`src/rtl/pfifo_host_pkg.sv`:
```
package pfifo_host_pkg;
  typedef enum logic [2:0] {
    ST_IDLE,
    ST_RD_LOW,
    ST_WR_SETUP,
    ST_WR_HOLD,
    ST_RECOVER
  } xfer_st_e;
endpackage

```
`src/rtl/pfifo_flag_sync.sv`:
```
module pfifo_flag_sync #(
  parameter int unsigned WIDTH = 2,
  parameter int unsigned STAGES = 2,
  parameter logic [WIDTH-1:0] RST_VAL = '1
) (
  input  logic             clk_i,
  input  logic             rst_ni,
  input  logic [WIDTH-1:0] d_i,
  output logic [WIDTH-1:0] q_o
);
  logic [WIDTH-1:0] stg_q [STAGES];

  always_ff @(posedge clk_i or negedge rst_ni) begin
    if (!rst_ni) begin
      for (int s = 0; s < STAGES; s++) stg_q[s] <= RST_VAL;
    end else begin
      stg_q[0] <= d_i;
      for (int s = 1; s < STAGES; s++) stg_q[s] <= stg_q[s-1];
    end
  end

  assign q_o = stg_q[STAGES-1];
endmodule

```
`src/rtl/pfifo_dir_arb.sv`:
```
module pfifo_dir_arb (
  input  logic clk_i,
  input  logic rst_ni,
  input  logic idle_i,
  input  logic rd_req_i,
  input  logic wr_space_i,
  input  logic tx_valid_i,
  output logic tx_ready_o,
  output logic grant_rd_o,
  output logic grant_wr_o
);
  logic prio_wr_q;

  // ready never depends on tx_valid_i
  assign tx_ready_o = idle_i && wr_space_i && !(rd_req_i && !prio_wr_q);
  assign grant_wr_o = tx_ready_o && tx_valid_i;
  assign grant_rd_o = idle_i && rd_req_i && !grant_wr_o;

  always_ff @(posedge clk_i or negedge rst_ni) begin
    if (!rst_ni)         prio_wr_q <= 1'b0;
    else if (grant_rd_o) prio_wr_q <= 1'b1;
    else if (grant_wr_o) prio_wr_q <= 1'b0;
  end
endmodule

```
`src/rtl/pfifo_host.sv`:
```
module pfifo_host
  import pfifo_host_pkg::*;
#(
  parameter int unsigned DATA_W       = 8,
  parameter int unsigned RD_LOW_CYC   = 4,
  parameter int unsigned WR_SETUP_CYC = 4,
  parameter int unsigned REC_CYC      = 4,
  parameter int unsigned SYNC_STAGES  = 2
) (
  input  logic              clk_i,
  input  logic              rst_ni,
  input  logic              rxf_ni,
  input  logic              txe_ni,
  output logic              rd_no,
  output logic              wr_o,
  input  logic [DATA_W-1:0] dq_i,
  output logic [DATA_W-1:0] dq_o,
  output logic              dq_oe_o,
  output logic              rx_valid_o,
  output logic [DATA_W-1:0] rx_data_o,
  input  logic              tx_valid_i,
  output logic              tx_ready_o,
  input  logic [DATA_W-1:0] tx_data_i
);
  localparam int unsigned MAX_A   = (RD_LOW_CYC > WR_SETUP_CYC) ? RD_LOW_CYC : WR_SETUP_CYC;
  localparam int unsigned MAX_CYC = (MAX_A > REC_CYC) ? MAX_A : REC_CYC;
  localparam int unsigned CNT_W   = $clog2(MAX_CYC + 1);
  localparam logic [CNT_W-1:0] RD_LAST  = CNT_W'(RD_LOW_CYC - 1);
  localparam logic [CNT_W-1:0] WR_LAST  = CNT_W'(WR_SETUP_CYC - 1);
  localparam logic [CNT_W-1:0] REC_LAST = CNT_W'(REC_CYC - 1);

  xfer_st_e          st_q;
  logic [CNT_W-1:0]  cnt_q;
  logic              rd_n_q, wr_q, oe_q, rx_vld_q;
  logic [DATA_W-1:0] dq_q, rx_q;
  logic [1:0]        flags_s;
  logic              grant_rd, grant_wr;

  // flags_s[0]: receive flag, flags_s[1]: transmit flag
  pfifo_flag_sync #(
    .WIDTH  (2),
    .STAGES (SYNC_STAGES),
    .RST_VAL(2'b11)
  ) flag_sync_i (
    .clk_i (clk_i),
    .rst_ni(rst_ni),
    .d_i   ({txe_ni, rxf_ni}),
    .q_o   (flags_s)
  );

  pfifo_dir_arb arb_i (
    .clk_i     (clk_i),
    .rst_ni    (rst_ni),
    .idle_i    (st_q == ST_IDLE),
    .rd_req_i  (!flags_s[0]),
    .wr_space_i(!flags_s[1]),
    .tx_valid_i(tx_valid_i),
    .tx_ready_o(tx_ready_o),
    .grant_rd_o(grant_rd),
    .grant_wr_o(grant_wr)
  );

  always_ff @(posedge clk_i or negedge rst_ni) begin
    if (!rst_ni) begin
      st_q     <= ST_IDLE;
      cnt_q    <= '0;
      rd_n_q   <= 1'b1;
      wr_q     <= 1'b0;
      oe_q     <= 1'b0;
      dq_q     <= '0;
      rx_q     <= '0;
      rx_vld_q <= 1'b0;
    end else begin
      rx_vld_q <= 1'b0;
      unique case (st_q)
        ST_IDLE: begin
          cnt_q <= '0;
          if (grant_wr) begin
            wr_q <= 1'b1;
            oe_q <= 1'b1;
            dq_q <= tx_data_i;
            st_q <= ST_WR_SETUP;
          end else if (grant_rd) begin
            rd_n_q <= 1'b0;
            st_q   <= ST_RD_LOW;
          end
        end
        ST_RD_LOW: begin
          if (cnt_q == RD_LAST) begin
            rd_n_q   <= 1'b1;
            rx_q     <= dq_i;  // last clock with strobe low
            rx_vld_q <= 1'b1;
            cnt_q    <= '0;
            st_q     <= ST_RECOVER;
          end else begin
            cnt_q <= cnt_q + 1'b1;
          end
        end
        ST_WR_SETUP: begin
          if (cnt_q == WR_LAST) begin
            wr_q  <= 1'b0;
            cnt_q <= '0;
            st_q  <= ST_WR_HOLD;
          end else begin
            cnt_q <= cnt_q + 1'b1;
          end
        end
        ST_WR_HOLD: begin
          oe_q  <= 1'b0;
          cnt_q <= '0;
          st_q  <= ST_RECOVER;
        end
        ST_RECOVER: begin
          if (cnt_q == REC_LAST) begin
            cnt_q <= '0;
            st_q  <= ST_IDLE;
          end else begin
            cnt_q <= cnt_q + 1'b1;
          end
        end
        default: st_q <= ST_IDLE;
      endcase
    end
  end

  assign rd_no      = rd_n_q;
  assign wr_o       = wr_q;
  assign dq_o       = dq_q;
  assign dq_oe_o    = oe_q;
  assign rx_valid_o = rx_vld_q;
  assign rx_data_o  = rx_q;
endmodule

```
`config.mk`:
```
export PLATFORM = sky130hd
export DESIGN_NAME = pfifo_host
export DESIGN_NICKNAME = d
export VERILOG_FILES = /design/src/rtl/pfifo_host_pkg.sv /design/src/rtl/pfifo_flag_sync.sv /design/src/rtl/pfifo_dir_arb.sv /design/src/rtl/pfifo_host.sv
export SDC_FILE = /design/constraint.sdc
export NUM_CORES = 1
export LEC_CHECK = 0
export ABC_CLOCK_PERIOD_IN_PS = 2370
export BUFFER_PORTS_ARGS = -buffer_cell sky130_fd_sc_hd__buf_2
export CAP_MARGIN = 10
export CORE_UTILIZATION = 49
export CTS_CLUSTER_DIAMETER = 60
export DETAILED_ROUTE_END_ITERATION = 10
export MAX_ROUTING_LAYER = met4
export PLACE_DENSITY = 0.75
export SETUP_SLACK_MARGIN = 0.05
export SYNTH_ARGS = -nofsm -noshare
export SYNTH_HDL_FRONTEND = slang
export SYNTH_SLANG_ARGS = --single-unit
export TNS_END_PERCENT = 50
```
`constraint.sdc`:
```
create_clock -name clk_i -period 2.37 [get_ports clk_i]
set_input_delay 0.3555 -clock clk_i [delete_from_list [all_inputs] [get_ports clk_i]]
set_output_delay 0.3555 -clock clk_i [all_outputs]
set_load 0.02 [all_outputs]
```
==> results of run 1 <==
==> metal layers <==
metal,global-route usage,vias up
met4,0.118,0
li1,-,426
met5,-,-
met3,0.0603,7
met2,0.338,32
met1,0.246,440
==> area by class of cell <==
class	instances	area, um^2	share of cell area
Sequential cell	31	782	0.500
Multi-Input combinational cell	56	464	0.297
Timing Repair Buffer	43	220	0.141
Clock buffer	5	37.5	0.0240
Tap cell	30	37.5	0.0240
Clock inverter	3	20.0	0.0128
Inverter	1	3.75	0.00240
==> how the worst min path moves through the flow <==
stage | startpoint | endpoint
2_1_floorplan | rst_ni | arb_i.prio_wr_q$_DFFE_PN0P_
3_5_place_dp | flag_sync_i.stg_q[2]$_DFF_PN1_ | flag_sync_i.q_o[0]$_DFF_PN1_
6_report | rst_ni | rx_data_o[7]$_DFFE_PN0P_
3_3_place_gp | flag_sync_i.stg_q[2]$_DFF_PN1_ | flag_sync_i.q_o[0]$_DFF_PN1_
5_1_grt | rst_ni | rx_data_o[2]$_DFFE_PN0P_
4_1_cts | rst_ni | dq_o[6]$_DFFE_PN0P_
==> cell families (layout without fill, tap and decap cells) <==
| logic type | Yosys count | in the layout |
|---|---|---|
| buf+inv | 7 | 52 |
| simple gates | 26 | 26 |
| xor+xnor | 1 | 1 |
| fa+ha+maj | 1 | 1 |
| compound gates | 12 | 12 |
| mux | 16 | 16 |
| flops | 31 | 31 |
==> stage by stage <==
step                utilization  power, uW  setup WS [ps]  hold slack (ps)  std cells
global placement          0.609       1710            410              347        161
detailed placement        0.609       1750            357              348        161
global route              0.632       2180            220             78.3        169
floorplan                     -       1480            412             59.9         94
CTS                       0.632       2070            341             43.0        169
finish                    0.632       2040            344             33.0        169
==> power breakdown <==
group	internal (uW)	switching (uW)	total, uW
Combinational	401	491	893
Sequential	732	110	842
Clock	113	194	307
==> placed cells by master, fill, tap and decap left out, drive strengths merged, types with 3 or more instances in the layout <==
cell / count
dfstp: 5
clkbuf: 5
dfrtp: 26
nand3: 3
nand2: 3
mux2: 16
buf: 43
nor2: 5
nor2b: 4
==> state kept, by name, indices dropped and copies added (netlist names) <==
name / cells
arb_i.prio_wr_q: 1
cnt_q: 3
dq_o: 8
dq_oe_o: 1
flag_sync_i.q_o: 2
flag_sync_i.stg_q: 2
rd_no: 1
rx_data_o: 8
rx_valid_o: 1
st_q: 3
wr_o: 1
==> worst register-to-register path, stage by stage, from the launching register on <==
cell and delay, ps:
dfrtp_1 520, or3_4 440, or4b_4 620, mux2_4 340
==> results.tsv, run 1 <==
metric	value	unit
Final #Nets	160	
ys async rst share	1.00	
max cap viols	0	
Mapped Cells	94	
DR vias	905	
standard-cell rows	18	
Finish-stage setup viols	0	
final wirelength	2450	um
Met2 Wirelength	1210	um
type of the worst min-delay path	in -> async	
count of cell types in the netlist	32	
Synthesis Warnings	0	
Setup crit start kind	register	
post-synthesis compound-gate area fraction	0.0651	
mux cell area share after synthesis	0.152	
top_reg_cell synth	dfrtp_1	
Post-Synth Adder-Cell Area	0.00972	
initial antenna violation count	0	
hold buffers post-CTS	0	
Worst-path clk slew	100	ps
count of pins over their slew limit	0	
Clock Tree Root	clkbuf_4	
Rel. slew slack	0.558	
worst endpoint data arrival time	2260	ps
Die Span X	53.3	um
gpl congestion	0.753	
all-layer global routing usage	0.215	
Syn-to-layout area delta	21.6	%
unrepaired setup endpoints after global routing	no	
FF-to-FF path depth	3	
Mapped Avg Cell Area	13.7	um^2
Least-Margin Pin Slew	663	ps
gr ovfl total	0	
vias in the first global route	898	
CORE AREA	2480	um^2
minimum clock period	2030	ps
FF-to-FF Start	st_q[1]$_DFFE_PN0P_	
clk sinks	31	
required time worst endpoint	2600	ps
Syn Nets	116	
Peak Freq	0.494	GHz
area of the die	2840	um^2
top sig layer	met4	
count leader, synth	dfrtp_1	
DP Area	1510	um^2
Seq cells post-synth	31	
reg2reg end	dq_o[7]$_DFFE_PN0P_	
wl on met1	1070	um
number of synthesized flops with an enable pin	0	
post-CTS setup buffers	0	
main combinational cell family by area after synthesis	multiplexers	
Synth Area in XOR/XNOR	0.00680	
vias per cell	5.36	
Synth Area in Simple Gates	0.127	
clock tree buffer depth	2	
crit-path cells	or3_4 > or4b_4 > mux2_4	
I/O Pins	42	
H-tree levels	2	
sequential area share after synthesis	0.607	
CP bufs+invs	0	
layout cell share with drive strength beyond 1	0.540	
Setup crit end kind	register	
R2R setup slack	340	ps
worst IR drop on VDD	0.000849	V
first-pass GRT wire length	4020	um
met3 WL	124	um
status	completed	
DRT antenna net count	0	
Power Density	1300	nW/um^2
Final Cell Area	1570	um^2
critical path type	reg -> reg	
skew final	7.79	ps
Crit-path slowest cell	or4b_4	
drt initial violations	16	
post-synth top area cell	dfrtp_1	
Clk Latency, worst-skew pair	340	ps
fin crit share	0.855	
leak pwr	0.000767	uW
antenna cells	0	
maximum number of pins on one net before global-route repair	32	
mean routed wirelength per cell	14.5	um
Synth top area share	0.505	
crit-path max cell delay	620	ps
DRC viols	0	
setup tns final	0	ps
delay-heaviest family, CP	simple AND/OR/NAND/NOR gates	
cell count along the critical path	3	
1st-pass router iterations	4	
crit path to	dq_o[7]$_DFFE_PN0P_	
TritonCTS Buffers	5	
height of the die	53.3	um
critical path startpoint	st_q[1]$_DFFE_PN0P_	
Post-Syn Area	1290	um^2
most frequent cells after synthesis	dfrtp_1 (26), mux2_2 (12), dfstp_2 (5), nor2_1 (5)	
fillers	206	
Post-CTS Resized	0	
Initial Util	0.520	
TritonCTS clock tree	done	
input/output buffers	41	
final hold vios	0	
CP Max Fanout	14	
ranking of synthesized cells by area	dfrtp_1 (51%), mux2_2 (10%), dfstp_2 (10%)	
(Power assumes the default switching activity.)
==> run 2, diff against run 1 <==
Settings changed: ABC_CLOCK_PERIOD_IN_PS 2370 to 2000.
Clock period 2.37 ns to 2 ns, I/O delays scaled along.
==> results.tsv, run 2 (synthesis gave the netlist of run 1 again) <==
metric	value	unit
status	finished with violations	
failing checks	hold timing	
FF-to-FF path depth	3	
area of the die	2840	um^2
CORE AREA	2480	um^2
CP Max Fanout	14	
hpwl dp	1750	um
skew final	9.39	ps
worst IR drop on VDD	0.00104	V
R2R setup slack	120	ps
commonest non-fill, non-tap cell in the layout	buf_2	
worst endpoint data arrival time	2090	ps
height of the die	53.3	um
first-pass GRT wire length	3900	um
leak pwr	0.000793	uW
Rel. slew slack	0.560	
Met2 Wirelength	1330	um
setup tns final	0	ps
vias in the first global route	910	
Syn-to-layout area delta	24.5	%
DRC viols	0	
DR vias	905	
H-tree levels	2	
post-CTS setup buffers	0	
wl on met1	942	um
drt initial violations	12	
Finish-stage setup viols	0	
Peak Freq	0.532	GHz
Die Span X	53.3	um
count of pins over their slew limit	0	
type of the worst min-delay path	in -> async	
Final #Nets	161	
Initial Util	0.520	
final wirelength	2450	um
Clock Tree Root	clkbuf_4	
all-layer global routing usage	0.212	
Setup crit start kind	register	
top sig layer	met4	
TritonCTS Buffers	5	
minimum clock period	1880	ps
crit-path cells	or3_4 > or4b_4 > mux2_4	
Worst-path clk slew	100	ps
Post-CTS Resized	0	
standard-cell rows	18	
maximum number of pins on one net before global-route repair	32	
initial antenna violation count	0	
vias per cell	5.32	
fillers	216	
fin crit share	0.939	
hold buffers post-CTS	0	
I/O Pins	42	
FF-to-FF Start	st_q[1]$_DFFE_PN0P_	
input/output buffers	41	
antenna cells	0	
Clk Latency, worst-skew pair	330	ps
commonest cells after routing, fill and taps aside	buf_2 (41), dfrtp_1 (26), mux2_2 (12)	
gr ovfl total	0	
clock tree buffer depth	2	
Reg area	782	um^2
TritonCTS clock tree	done	
Power Density	1610	nW/um^2
met3 WL	115	um
Crit-path slowest cell	or4b_4	
1st-pass router iterations	4	
mean routed wirelength per cell	14.4	um
Least-Margin Pin Slew	661	ps
critical path type	reg -> reg	
reg2reg end	dq_o[0]$_DFFE_PN0P_	
clk sinks	31	
crit-path max cell delay	620	ps
unrepaired setup endpoints after global routing	no	
area occupied by multi-input gates	465	um^2
DRT antenna net count	0	
Setup crit end kind	register	
final hold vios	11	
final core occ	0.647	
Hold WS	-13.8	ps
max cap viols	0	
required time worst endpoint	2210	ps
gpl congestion	0.761	
layout cell share with drive strength beyond 1	0.550	
[run 2: how the worst max path moves through the flow]
stage / startpoint / cells past startpoint / slack, ps / endpoint
after floorplan: st_q[0]$_DFFE_PN0P_ / 5 / 60 / dq_o[0]$_DFFE_PN0P_
after global placement: st_q[1]$_DFFE_PN0P_ / 3 / 180 / dq_o[0]$_DFFE_PN0P_
after detailed placement: st_q[1]$_DFFE_PN0P_ / 3 / 140 / dq_o[1]$_DFFE_PN0P_
after CTS: st_q[1]$_DFFE_PN0P_ / 3 / 130 / dq_o[0]$_DFFE_PN0P_
after global routing: st_q[1]$_DFFE_PN0P_ / 3 / 100 / dq_o[0]$_DFFE_PN0P_
final: st_q[1]$_DFFE_PN0P_ / 3 / 120 / dq_o[0]$_DFFE_PN0P_
[run 2: routing by layer]
metal | GRT usage | vias up
met4 | 0.118 | 0
met2 | 0.373 | 32
met3 | 0.0546 | 6
met1 | 0.209 | 443
li1 | - | 424
met5 | - | -
[run 2: power breakdown]
part	total, uW	internal [uW]	switching [uW]
Clock	506	295	210
Sequential	985	869	117
Combinational	1080	484	600
Total	2570	1650	927
[run 2: final cells by class]
| type | count | share of cell area |
|---|---|---|
| flip-flops and latches | 31 | 0.488 |
| well taps | 30 | 0.0234 |
| inverters | 1 | 0.00234 |
| clock inverters | 2 | 0.0219 |
| repair buffers | 44 | 0.142 |
| multi-input cells | 56 | 0.290 |
| clock buffers | 6 | 0.0320 |
[run 2: worst max-delay path: cells and delay by family (launching register included)]
kind / cells / cell delay (ps)
and+or+nand+nor: 2 / 1020
DFF: 1 / 400
muxes: 1 / 340
[run 2: through the flow]
step,instance area [um^2],setup slack (ps),instances,total power (uW)
floorplan,1290,61.1,94,1750
global placement,1520,184,162,2030
detailed placement,1520,139,162,2090
CTS,1600,130,170,2600
global route,1600,98.7,170,2730
finish,1600,121,170,2570
